$ cat config.mk
export PLATFORM = sky130hd
export DESIGN_NAME = sdio_irq_rw
export DESIGN_NICKNAME = d
export VERILOG_FILES = /design/src/rtl/sdio_irq_rw_pkg.sv /design/src/rtl/sdio_rst_sync.sv /design/src/rtl/sdio_irq_detect.sv /design/src/rtl/sdio_readwait_fsm.sv /design/src/rtl/sdio_irq_rw.sv
export SDC_FILE = /design/constraint.sdc
export NUM_CORES = 1
export LEC_CHECK = 0
export ABC_AREA = 1
export CAP_MARGIN = 30
export CORE_AREA = 5 5 42 44
export CTS_BUF_LIST = sky130_fd_sc_hd__clkbuf_16
export DETAILED_ROUTE_END_ITERATION = 16
export DIE_AREA = 0 0 47 49
export PLACE_DENSITY = 0.63
export SLEW_MARGIN = 20
export SYNTH_ARGS = -nofsm -noshare
export SYNTH_HDL_FRONTEND = slang
export SYNTH_SLANG_ARGS = --single-unit
$ cat constraint.sdc
create_clock -name clk -period 0.8 [get_ports clk]
set_input_delay 0.12 -clock clk [delete_from_list [all_inputs] [get_ports clk]]
set_output_delay 0.12 -clock clk [all_outputs]
set_load 0.02 [all_outputs]
$ cat src/rtl/sdio_irq_rw_pkg.sv
package sdio_irq_rw_pkg;

  localparam int unsigned IRQ_WIN_CYCLES = 2;

  typedef enum logic [1:0] {
    RW_IDLE  = 2'd0,
    RW_ARMED = 2'd1,
    RW_HOLD  = 2'd2,
    RW_CMD   = 2'd3
  } rw_state_e;

endpackage

$ cat src/rtl/sdio_rst_sync.sv
module sdio_rst_sync #(
  parameter int unsigned STAGES = 2
) (
  input  logic clk,
  input  logic rst_n,
  output logic rst_sync_n
);

  logic [STAGES-1:0] sync_q;

  always_ff @(posedge clk or negedge rst_n) begin
    if (!rst_n) sync_q <= '0;
    else        sync_q <= {sync_q[STAGES-2:0], 1'b1};
  end

  assign rst_sync_n = sync_q[STAGES-1];

endmodule

$ cat src/rtl/sdio_irq_detect.sv
module sdio_irq_detect #(
  parameter int unsigned WIN_LEN = 2
) (
  input  logic clk,
  input  logic rst_n,
  input  logic wide_i,
  input  logic act_i,
  input  logic blk_end_i,
  input  logic dat1_i,
  input  logic ack_i,
  output logic irq_o
);

  localparam int unsigned CW = $clog2(WIN_LEN + 1);

  logic win_open;
  logic win_load;

  assign win_load = wide_i & act_i & blk_end_i;

  generate
    if (WIN_LEN == 1) begin : g_flag
      logic open_q;
      logic open_d;

      always_comb begin
        open_d = win_load;
      end

      always_ff @(posedge clk or negedge rst_n) begin
        if (!rst_n) open_q <= 1'b0;
        else        open_q <= open_d;
      end

      assign win_open = open_q;
    end else begin : g_cnt
      logic [CW-1:0] cnt_q;
      logic [CW-1:0] cnt_d;
      logic          cnt_en;

      always_comb begin
        cnt_en = win_load | (cnt_q != '0) | ~wide_i;
        cnt_d  = cnt_q;
        if (!wide_i)             cnt_d = '0;
        else if (win_load)       cnt_d = CW'(WIN_LEN);
        else if (cnt_q != '0)    cnt_d = cnt_q - CW'(1);
      end

      always_ff @(posedge clk or negedge rst_n) begin
        if (!rst_n)      cnt_q <= '0;
        else if (cnt_en) cnt_q <= cnt_d;
      end

      assign win_open = (cnt_q != '0);
    end
  endgenerate

  logic latch_q, latch_d;
  logic irq_q, irq_d;
  logic win_hit;

  always_comb begin
    win_hit = wide_i & win_open & ~dat1_i;
    latch_d = latch_q;
    if (!wide_i)     latch_d = 1'b0;
    else if (win_hit) latch_d = 1'b1;
    else if (ack_i)  latch_d = 1'b0;
    irq_d = wide_i ? latch_d : ~dat1_i;
  end

  always_ff @(posedge clk or negedge rst_n) begin
    if (!rst_n) begin
      latch_q <= 1'b0;
      irq_q   <= 1'b0;
    end else begin
      latch_q <= latch_d;
      irq_q   <= irq_d;
    end
  end

  assign irq_o = irq_q;

endmodule

$ cat src/rtl/sdio_readwait_fsm.sv
module sdio_readwait_fsm
  import sdio_irq_rw_pkg::*;
(
  input  logic clk,
  input  logic rst_n,
  input  logic act_i,
  input  logic blk_end_i,
  input  logic req_i,
  input  logic rel_i,
  output logic suspend_o,
  output logic permit_o
);

  rw_state_e state_q, state_d;

  always_comb begin
    state_d = state_q;
    if (rel_i) begin
      state_d = RW_IDLE;
    end else begin
      unique case (state_q)
        RW_IDLE: begin
          if (req_i && act_i) state_d = blk_end_i ? RW_HOLD : RW_ARMED;
        end
        RW_ARMED: begin
          if (!act_i)         state_d = RW_IDLE;
          else if (blk_end_i) state_d = RW_HOLD;
        end
        RW_HOLD:  state_d = RW_CMD;
        RW_CMD:   state_d = RW_CMD;
        default:  state_d = RW_IDLE;
      endcase
    end
  end

  always_ff @(posedge clk or negedge rst_n) begin
    if (!rst_n) state_q <= RW_IDLE;
    else        state_q <= state_d;
  end

  assign suspend_o = (state_q == RW_HOLD) | (state_q == RW_CMD);
  assign permit_o  = (state_q == RW_CMD);

endmodule

$ cat src/rtl/sdio_irq_rw.sv
module sdio_irq_rw
  import sdio_irq_rw_pkg::*;
#(
  parameter int unsigned WIN_LEN     = IRQ_WIN_CYCLES,
  parameter int unsigned SYNC_STAGES = 2
) (
  input  logic clk,
  input  logic rst_n,
  input  logic dat1_i,
  input  logic wide_bus_i,
  input  logic xfer_active_i,
  input  logic blk_end_i,
  input  logic rw_req_i,
  input  logic rw_release_i,
  input  logic irq_ack_i,
  output logic irq_o,
  output logic suspend_o,
  output logic cmd_permit_o
);

  logic rst_core_n;

  sdio_rst_sync #(.STAGES(SYNC_STAGES)) u_rst (
    .clk        (clk),
    .rst_n      (rst_n),
    .rst_sync_n (rst_core_n)
  );

  sdio_irq_detect #(.WIN_LEN(WIN_LEN)) u_irq (
    .clk       (clk),
    .rst_n     (rst_core_n),
    .wide_i    (wide_bus_i),
    .act_i     (xfer_active_i),
    .blk_end_i (blk_end_i),
    .dat1_i    (dat1_i),
    .ack_i     (irq_ack_i),
    .irq_o     (irq_o)
  );

  sdio_readwait_fsm u_rw (
    .clk       (clk),
    .rst_n     (rst_core_n),
    .act_i     (xfer_active_i),
    .blk_end_i (blk_end_i),
    .req_i     (rw_req_i),
    .rel_i     (rw_release_i),
    .suspend_o (suspend_o),
    .permit_o  (cmd_permit_o)
  );

endmodule

==> out/metrics.yaml, run 1 <==
synthesis:
  synth_top_area_frac: 0.5212
  ys.flop_type: "dfrtp_1"
  avgSynthCellArea_um2: 7.839
  synth_seq_cells: 8
  synthTopCellsByArea: "dfrtp_1 (52%), nand2_1 (14%), inv_1 (11%)"
  synth_edf_count: 0
  netlist_area_um2: 384.1
  ys.warnings.count: 0
  ys_async_sr_fraction: 1.000
  synth_cell_types: 15
  yosysTopAreaCell: "dfrtp_1"
  synthCells: 49
  syn_nets: 59
  seq_area_frac_synth: 0.5212
timing:
  finalCriticalPeriod_ns: 1.040
  finalSetupTns_ns: -1.400
  finalHoldViolations: 0
  period_share: 1.300
  final-max-slew-violation-count: 0
  maxClockFrequency_mhz: 961.4
  finClkSkew_ns: 0.0007103
  setup_viol: 9
  fin_ws_ns: -0.2401
  rsz0062_at_grt: "yes"
status:
  outcome: "complete, but fails checks"
  violations: "setup timing"
critical_path:
  ff2ff_setup_slack_ns: -0.24
  cp.arrival_ns: 1.19
  crit_fanout: 4
  crit_type: "reg -> reg"
  cp-end-kind: "flip-flop"
  start_kind: "flip-flop"
  worstPathRequired_ns: 0.95
clock_tree:
  clk_pin_slew_ns: 0.04
  clock_sinks: 8
  cts_root_buf: "clkbuf_16"
  cts_tree: "built"
  cts_buffer_depth: 2
  htreeDepth: 1
  numCtsBuffers: 3
  clock_latency_ns: 0.23
pwr:
  power.density_nw_per_um2: 2855
  leakage_nw: 0.3418
  irDropWorstVdd_mv: 1.217
  p_total_mw: 1.890
drt:
  vias: 347
  drtIter0Drc: 3
  ant_nets: 0
  drc: 0
  dr.pass1.iters: 4
  wirelength_um: 838
  routed_via_density: 4.181
  wl_per_cell_um: 10.10
placed_design:
  gp_congestion: 0.7216
  pre_cts_ws_ns: -0.3742
  io_buffers: 11
  dpl.hpwl_um: 646.4
job:
  max-cap-violations: 0
floorplanning:
  core_area_um2: 1401
  initial_core_util: 0.2741
  rows: 14
  die_w_um: 47
  die_h_um: 49
  io_pins: 12
  fp.dieArea_um2: 2303
hold_path:
  hp-class: "in -> async"
layout:
  final_core_util: 0.4723
  num_antenna_cells: 0
  fin_nets: 79
  drive_gt1_frac: 0.2985
  area_delta_synth_final_pct: 72.31
grt:
  grt_pass1_wl_um: 1359
  grt_pass1_vias: 337
  grt_usage: 0.08955
  antenna_found_initial: 0
  grt_max_degree: 7
  grt_overflow: 0
[cells in the mapped netlist (5+ instances only)]
cell type,number
nor2_1,5
nand2_1,14
dfrtp_1,8
inv_1,11
[logic make-up after synthesis]
family	share of synthesized area
simple gates	0.2150
buf+inv	0.1173
flops	0.5212
compound gates	0.08141
xor+xnor	0.02281
fa+ha+maj	0.03257
other cells	0.009763
[placed cells by master, fill, tap and decap left out]
cell type / instances
dfrtp_1: 8
nand3_1: 1
ha_4: 1
nand2_2: 2
o211ai_1: 1
inv_2: 3
buf_6: 5
nor2_4: 1
or2_1: 1
clkdlybuf4s50_1: 8
nand2_1: 12
xor2_1: 1
buf_4: 3
nor2_1: 3
o21ai_1: 2
conb_1: 1
nor2_2: 1
a21oi_2: 1
inv_1: 8
a21oi_1: 1
clkbuf_16: 3
[critical path: stages, from the launching register on]
cell and delay (ns):
dfrtp_1 0.35, inv_2 0.05, ha_4 0.16, or2_1 0.20, nand2_1 0.05, nand2_1 0.06, o21ai_1 0.09
[what timing repair did]
item | CTS | global route
endpoints found under the setup margin | 9 | 9
gates resized for setup | 24 | 3
setup buffers | 1 | 0
pin swaps | 6 | 4
hold buffers | 0 | 0
[area by class of cell]
type,count,area (um2)
Clock buffer,3,75.07
Sequential cell,8,200.2
Inverter,11,41.29
Fill cell,136,739.5
Timing Repair Buffer,16,158.9
Multi-Input combinational cell,29,166.4
Tap cell,16,20.02
[through the flow]
step / cell area, um2 / hold slack (ns) / cells
5_1_grt: 661.9 / 0.06058 / 83
6_report: 661.9 / 0.05512 / 83
3_3_place_gp: 553.0 / 0.09607 / 79
2_1_floorplan: 396.6 / -0.1756 / 49
4_1_cts: 655.6 / 0.05549 / 83
3_5_place_dp: 553.0 / 0.1029 / 79
[final timing paths]
path	depth (start not counted)	start	endpoint
worst max-delay path	6	u_irq.g_cnt.cnt_q[1]$_DFFE_PN0P_	u_irq.irq_o$_DFF_PN0_
worst min-delay path	1	rst_n	u_rst.sync_q[0]$_DFF_PN0_
worst max register to register	6	u_irq.g_cnt.cnt_q[1]$_DFFE_PN0P_	u_irq.irq_o$_DFF_PN0_
worst min register to register	0	u_rst.sync_q[1]$_DFF_PN0_	u_rw.state_q[0]$_DFFE_PN0P_
max in group asynchronous	0	u_rst.sync_q[1]$_DFF_PN0_	u_irq.latch_q$_DFF_PN0_
min in group clk	0	u_rst.sync_q[0]$_DFF_PN0_	u_rst.sync_q[1]$_DFF_PN0_
[sequential cells by signal (all words and copies together), names as in the netlist]
register	flops
u_rst.sync_q	2
u_irq.latch_q	1
u_rw.state_q	2
u_irq.irq_o	1
u_irq.g_cnt.cnt_q	2
[per-layer routing]
layer	global-route usage	up-vias	wire length (um)
met5	0	-	0
met4	0.08295	0	32
met3	0.03321	4	65
met2	0.1380	11	451
met1	0.08597	153	288
li1	-	179	-
[where the power goes]
group	internal [mW]	total (mW)	switching (mW)
Sequential	0.477	0.521	0.0439
Clock	0.643	0.824	0.181
Combinational	0.305	0.544	0.239
Total	1.42	1.89	0.465
No activity file was read; power rests on OpenSTA's default activity.
==> run 2: changes to the inputs <==
--- a/config.mk
+++ b/config.mk
@@ -11,7 +11,7 @@
 export CTS_BUF_LIST = sky130_fd_sc_hd__clkbuf_16
 export DETAILED_ROUTE_END_ITERATION = 16
 export DIE_AREA = 0 0 47 49
-export PLACE_DENSITY = 0.63
+export PLACE_DENSITY = 0.65
 export SLEW_MARGIN = 20
 export SYNTH_ARGS = -nofsm -noshare
 export SYNTH_HDL_FRONTEND = slang
==> constraint.sdc (replaced) <==
create_clock -name clk -period 0.85 [get_ports clk]
set_input_delay 0.1275 -clock clk [delete_from_list [all_inputs] [get_ports clk]]
set_output_delay 0.1275 -clock clk [all_outputs]
set_load 0.02 [all_outputs]
==> run 2 against run 1 <==
The flow still finishes with violations (setup timing). Fmax up 0.81%. Clock power down 5.0%. Clock skew rose by 0.0018 ns. Global-route usage shrank 0.30 points. Via count shrank 1.2%. Flip-flop and latch count did not move. Die area stayed put.
==> out/metrics.yaml, run 2 (same netlist as run 1, synthesis figures left out) <==
status:
  outcome: "complete, but fails checks"
  violations: "setup timing"
layout:
  final_cell_mix: "nand2_1 (12), inv_1 (8), clkdlybuf4s50_1 (8), dfrtp_1 (8), buf_6 (5)"
  area_delta_synth_final_pct: 73.29
  seq_area_um2: 200.2  # unchanged
  multiInputGateArea_um2: 170.2  # +2.3%
  fin_nets: 79  # unchanged
  reg_top3: "u_irq.g_cnt.cnt_q: 2 flops, u_rst.sync_q: 2 flops, u_rw.state_q: 2 flops"
  nFillCells: 136  # unchanged
  num_antenna_cells: 0  # unchanged
  drive_gt1_frac: 0.3134  # +0.01493
  final_common_cell: "nand2_1"
pwr:
  power.density_nw_per_um2: 2730  # -4.4%
  irDropWorstVdd_mv: 2.141  # +76%
  p_total_mw: 1.817  # -3.8%
  leakage_nw: 0.3442  # +0.70%
critical_path:
  ff2ff_setup_slack_ns: -0.18  # +0.06 ns
  rr_startpoint: "u_irq.g_cnt.cnt_q[1]$_DFFE_PN0P_"
  worstPathRequired_ns: 1.00  # +0.05 ns
  cp_common_cell: "nand2_1"
  path_depth: 6  # unchanged
  endpoint: "u_irq.irq_o$_DFF_PN0_"
  cp.arrival_ns: 1.18  # about the same
  critical-path-top-delay-family: "flip-flops"
  crit_type: "reg -> reg"
  cp-end-kind: "flip-flop"
  rr_endpoint: "u_irq.irq_o$_DFF_PN0_"
  reg2reg_depth: 6  # unchanged
  worstSetupStartpoint: "u_irq.g_cnt.cnt_q[1]$_DFFE_PN0P_"
  crit_fanout: 4  # unchanged
  slowest_stage: "dfrtp_1"
  path_buf_inv: 1  # unchanged
  cpPeakStageDelay_ns: 0.35  # about the same
  crit_chain: "inv_2 -> ha_4 -> or2_1 -> nand2_1 -> nand2_1 -> o21ai_1"
  start_kind: "flip-flop"
grt:
  grt_usage: 0.08652  # -0.003027
  grt_pass1_wl_um: 1386  # +2.0%
  grt_max_degree: 7  # unchanged
  grt_overflow: 0  # unchanged
  grt_pass1_vias: 346  # +2.7%
  antenna_found_initial: 0  # unchanged
placed_design:
  io_buffers: 11  # unchanged
  gp_congestion: 0.6785  # -6.0%
clock_tree:
  holdBufCountCts: 0  # unchanged
  clock_sinks: 8  # unchanged
  clk_pin_slew_ns: 0.04  # about the same
  htreeDepth: 1  # unchanged
  cts_buffer_depth: 2  # unchanged
  clock_latency_ns: 0.23  # about the same
  cts_tree: "built"
  cts_root_buf: "clkbuf_16"
  numCtsBuffers: 3  # unchanged
floorplanning:
  fp.dieArea_um2: 2303  # unchanged
  die_w_um: 47  # unchanged
  core_area_um2: 1401  # unchanged
  io_pins: 12  # unchanged
  die_h_um: 49  # unchanged
  rows: 14  # unchanged
  initial_core_util: 0.2741  # unchanged
timing:
  finalHoldViolations: 0  # unchanged
  rsz0062_at_grt: "yes"
  final-max-slew-violation-count: 0  # unchanged
  finalCriticalPeriod_ns: 1.032  # -0.008403 ns
  maxClockFrequency_mhz: 969.3  # +0.81%
  period_share: 1.214  # -0.08637
  fin_ws_ns: -0.1817  # +0.05840 ns
  finClkSkew_ns: 0.002549  # +0.001839 ns
  setup_viol: 8  # -1
  finalSetupTns_ns: -1.076  # +0.3243 ns
drt:
  wirelength_um: 832  # -0.72%
  ant_nets: 0  # unchanged
  vias: 343  # -1.2%
  drtIter0Drc: 5  # +2
  wl_met1_um: 305  # +5.9%
  top_layer: "met3"
  routed_via_density: 4.133  # -1.2%
  drc: 0  # unchanged
  route.met2.wl_um: 485  # +7.5%
  wl_met3_um: 41  # -37%
  wl_per_cell_um: 10.02  # -0.72%
  dr.pass1.iters: 3  # -1
hold_path:
  hp-class: "in -> async"
job:
  max-cap-violations: 0  # unchanged
## run 2: cell counts in the layout (fill, tap and decap cells not counted)
Identical to the previous run, type by type.
## run 2: stage by stage
step / instances / cell area (um2) / hold slack (ns) / worst slack [ns] / utilization
after global placement: 78 / 545.5 / 0.1032 / -0.2994 / 0.3893
after floorplan: 49 / 396.6 / -0.1681 / -0.1268 / -
after detailed placement: 78 / 545.5 / 0.1064 / -0.3186 / 0.3893
after global routing: 83 / 665.6 / 0.06595 / -0.2733 / 0.4750
final: 83 / 665.6 / 0.06162 / -0.1817 / 0.4750
after CTS: 82 / 645.6 / 0.06179 / -0.1913 / 0.4607
## run 2: worst register-to-register path: stages, from the launching register on
cell     delay [ns]
dfrtp_1        0.35
inv_2          0.05
ha_4           0.16
or2_1          0.20
nand2_1        0.05
nand2_1        0.06
o21ai_1        0.08
## run 2: worst min-delay path by stage
stage	start	endpoint	slack, ns	depth (start not counted)
global placement	u_rst.sync_q[1]$_DFF_PN0_	u_irq.g_cnt.cnt_q[1]$_DFFE_PN0P_	0.10	0
CTS	rst_n	u_rst.sync_q[0]$_DFF_PN0_	0.06	1
floorplan	rst_n	u_rst.sync_q[0]$_DFF_PN0_	-0.17	0
detailed placement	u_rst.sync_q[1]$_DFF_PN0_	u_irq.g_cnt.cnt_q[1]$_DFFE_PN0P_	0.11	0
global route	rst_n	u_rst.sync_q[0]$_DFF_PN0_	0.07	1
finish	rst_n	u_rst.sync_q[0]$_DFF_PN0_	0.06	1
## run 2: final cells by class
class / instances / share of cell area
sequential: 8 / 0.3008
timing repair buffer: 16 / 0.2387
clock buffer: 3 / 0.1128
inverter: 11 / 0.06203
multi-input combinational: 29 / 0.2556
tap: 16 / 0.03008
## run 2: where the power goes
group	switching (mW)	internal (mW)
Combinational	0.232	0.311
Clock	0.177	0.606
Sequential	0.0423	0.449
Total	0.452	1.37
## run 2: timing repair
item	4_1_cts	5_1_grt
pin swaps	8	4
gates cloned	0	0
buffers inserted	1	1
resized for setup	24	4
setup endpoints to repair	9	9
## run 2: routing by layer
metal / global-route usage / up-vias
li1: - / 178
met1: 0.08764 / 160
met3: 0.05904 / 0
met4: 0.02765 / 0
met2: 0.1380 / 5
met5: 0 / -
==> run 3: changes to the inputs <==
--- a/config.mk
+++ b/config.mk
@@ -16,3 +16,4 @@
 export SYNTH_ARGS = -nofsm -noshare
 export SYNTH_HDL_FRONTEND = slang
 export SYNTH_SLANG_ARGS = --single-unit
+export TNS_END_PERCENT = 5
==> run 3 against run 2 <==
The run still ends with setup timing left. Cell count is 2.4% lower. Clock power hardly changed. Flip-flop and latch count unchanged. Critical path depth stayed put. Largest cell class unchanged.
==> out/metrics.yaml, run 3 (same netlist as run 1, synthesis figures left out) <==
status:
  outcome: "complete, but fails checks"
  violations: "setup timing"
critical_path:
  crit_type: "reg -> reg"
  start_kind: "flip-flop"
  worstPathRequired_ns: 1.01  # about the same
  cp.arrival_ns: 1.19  # about the same
  ff2ff_setup_slack_ns: -0.18  # about the same
  cp-end-kind: "flip-flop"
  crit_fanout: 4  # unchanged
floorplanning:
  initial_core_util: 0.2741  # unchanged
  fp.dieArea_um2: 2303  # unchanged
  die_h_um: 49  # unchanged
  rows: 14  # unchanged
  io_pins: 12  # unchanged
  die_w_um: 47  # unchanged
  core_area_um2: 1401  # unchanged
clock_tree:
  cts_root_buf: "clkbuf_16"
  clk_pin_slew_ns: 0.04  # about the same
  clock_latency_ns: 0.23  # about the same
  numCtsBuffers: 3  # unchanged
  clock_sinks: 8  # unchanged
  cts_tree: "built"
  htreeDepth: 1  # unchanged
  post_cts_buffers: 0  # -1
  cts_buffer_depth: 2  # unchanged
placed_design:
  placedCellCount: 78  # unchanged
  dpl.hpwl_um: 562.3
  io_buffers: 11  # unchanged
  gp_congestion: 0.7163  # +5.6%
drt:
  vias: 346  # +0.87%
  dr.pass1.iters: 3  # unchanged
  routed_via_density: 4.272  # +3.4%
  ant_nets: 0  # unchanged
  drtIter0Drc: 2  # -3
  wirelength_um: 757  # -9.0%
  drc: 0  # unchanged
  wl_per_cell_um: 9.346  # -6.8%
timing:
  hold_ws_ns: 0.06539  # +0.003768 ns
  finClkSkew_ns: 0.004037  # +0.001487 ns
  finalCriticalPeriod_ns: 1.031  # -0.001074 ns
  finalHoldViolations: 0  # unchanged
  final-max-slew-violation-count: 0  # unchanged
  finalSetupTns_ns: -0.9551  # +0.1206 ns
  rsz0062_at_grt: "yes"
  maxClockFrequency_mhz: 970.3  # +0.10%
  fin_ws_ns: -0.1807  # +0.001074 ns
  setup_viol: 9  # +1
  period_share: 1.213  # -0.001264
job:
  max-cap-violations: 0  # unchanged
pwr:
  p_comb_frac: 0.259  # -0.040
  leakage_nw: 0.3294  # -4.3%
  clock_power_share: 0.457  # +0.026
  irDropWorstVdd_mv: 1.709  # -20%
  power_switching_uw: 429.1  # -5.0%
  p_sw_frac: 0.2506  # +0.002026
  pwr-share-seq: 0.284  # +0.014
  p_int_mw: 1.284  # -6.0%
  power.density_nw_per_um2: 2782  # +1.9%
  p_total_mw: 1.713  # -5.7%
layout:
  final_common_cell: "nand2_1"
  final_cell_mix: "nand2_1 (13), inv_1 (9), clkdlybuf4s50_1 (8), dfrtp_1 (8), nor2_1 (4)"
  drive_gt1_frac: 0.2308  # -0.08266
  fin_nets: 77  # -2.5%
  reg_top3: "u_irq.g_cnt.cnt_q: 2 flops, u_rst.sync_q: 2 flops, u_rw.state_q: 2 flops"
  stdcell_count: 81  # -2.4%
  nFillCells: 142  # +4.4%
  num_antenna_cells: 0  # unchanged
  seq_area_um2: 200.2  # unchanged
  final_core_util: 0.4393  # -0.03571
  multiInputGateArea_um2: 161.4  # -5.1%
  area_delta_synth_final_pct: 60.26
hold_path:
  hp-class: "in -> async"
grt:
  grt_pass1_vias: 355  # +2.6%
  grt_pass1_wl_um: 1338  # -3.5%
  grt_usage: 0.08321  # -0.003310
  grt_max_degree: 7  # unchanged
  antenna_found_initial: 0  # unchanged
  grt_overflow: 0  # unchanged
## run 3: layout make-up
class	instances	area share
flip-flops and latches	8	0.3252
multi-input cells	29	0.2622
repair buffers	14	0.1911
clock buffers	3	0.1220
inverters	11	0.06707
well taps	16	0.03252
## run 3: what timing repair did
action | 4_1_cts | 5_1_grt
setup endpoints to repair | 9 | 9
pin swaps | 4 | 0
gates resized for setup | 17 | 1
gates cloned | 0 | 0
endpoints found under the hold margin | 0 | 0
hold buffers | 0 | 0
## run 3: path summary, 6_finish.rpt
kind | from | endpoint | depth (start not counted)
min in group clk | u_rst.sync_q[0]$_DFF_PN0_ | u_rst.sync_q[1]$_DFF_PN0_ | 0
setup / recovery | u_irq.g_cnt.cnt_q[0]$_DFFE_PN0P_ | u_irq.irq_o$_DFF_PN0_ | 6
setup reg to reg | u_irq.g_cnt.cnt_q[0]$_DFFE_PN0P_ | u_irq.irq_o$_DFF_PN0_ | 6
hold reg to reg | u_rst.sync_q[1]$_DFF_PN0_ | u_irq.latch_q$_DFF_PN0_ | 0
hold / removal | rst_n | u_rst.sync_q[1]$_DFF_PN0_ | 1
max in group asynchronous | u_rst.sync_q[1]$_DFF_PN0_ | u_rw.state_q[0]$_DFFE_PN0P_ | 0
## run 3: worst max-delay path: stages (launching register included)
cell     delay, ns
dfrtp_1       0.35
inv_2         0.05
ha_4          0.16
or2_1         0.21
nand2_1       0.06
nand2_1       0.06
o21ai_1       0.07
## run 3: power by group through the flow
stage | registers, mW | logic [mW] | clock network [mW]
after CTS | 0.486 | 0.443 | 0.791
final | 0.486 | 0.444 | 0.783
after global placement | 0.483 | 0.375 | 0
after detailed placement | 0.484 | 0.391 | 0
after floorplan | 0.498 | 0.224 | 0
after global routing | 0.494 | 0.512 | 0.813
## run 3: metrics by stage
step / cell area [um2] / setup WS [ns]
after floorplan: 386.6 / -0.1360
after global placement: 535.5 / -0.3116
final: 615.6 / -0.1807
after global routing: 615.6 / -0.2506
after CTS: 613.1 / -0.1787
after detailed placement: 535.5 / -0.3195
## run 3: metal layers
layer / vias up / GRT usage / routed length, um
li1: 175 / - / -
met1: 164 / 0.07710 / 284
met2: 7 / 0.1335 / 418
met3: 0 / 0.06642 / 53
met4: 0 / 0.02765 / 0
met5: - / 0 / 0
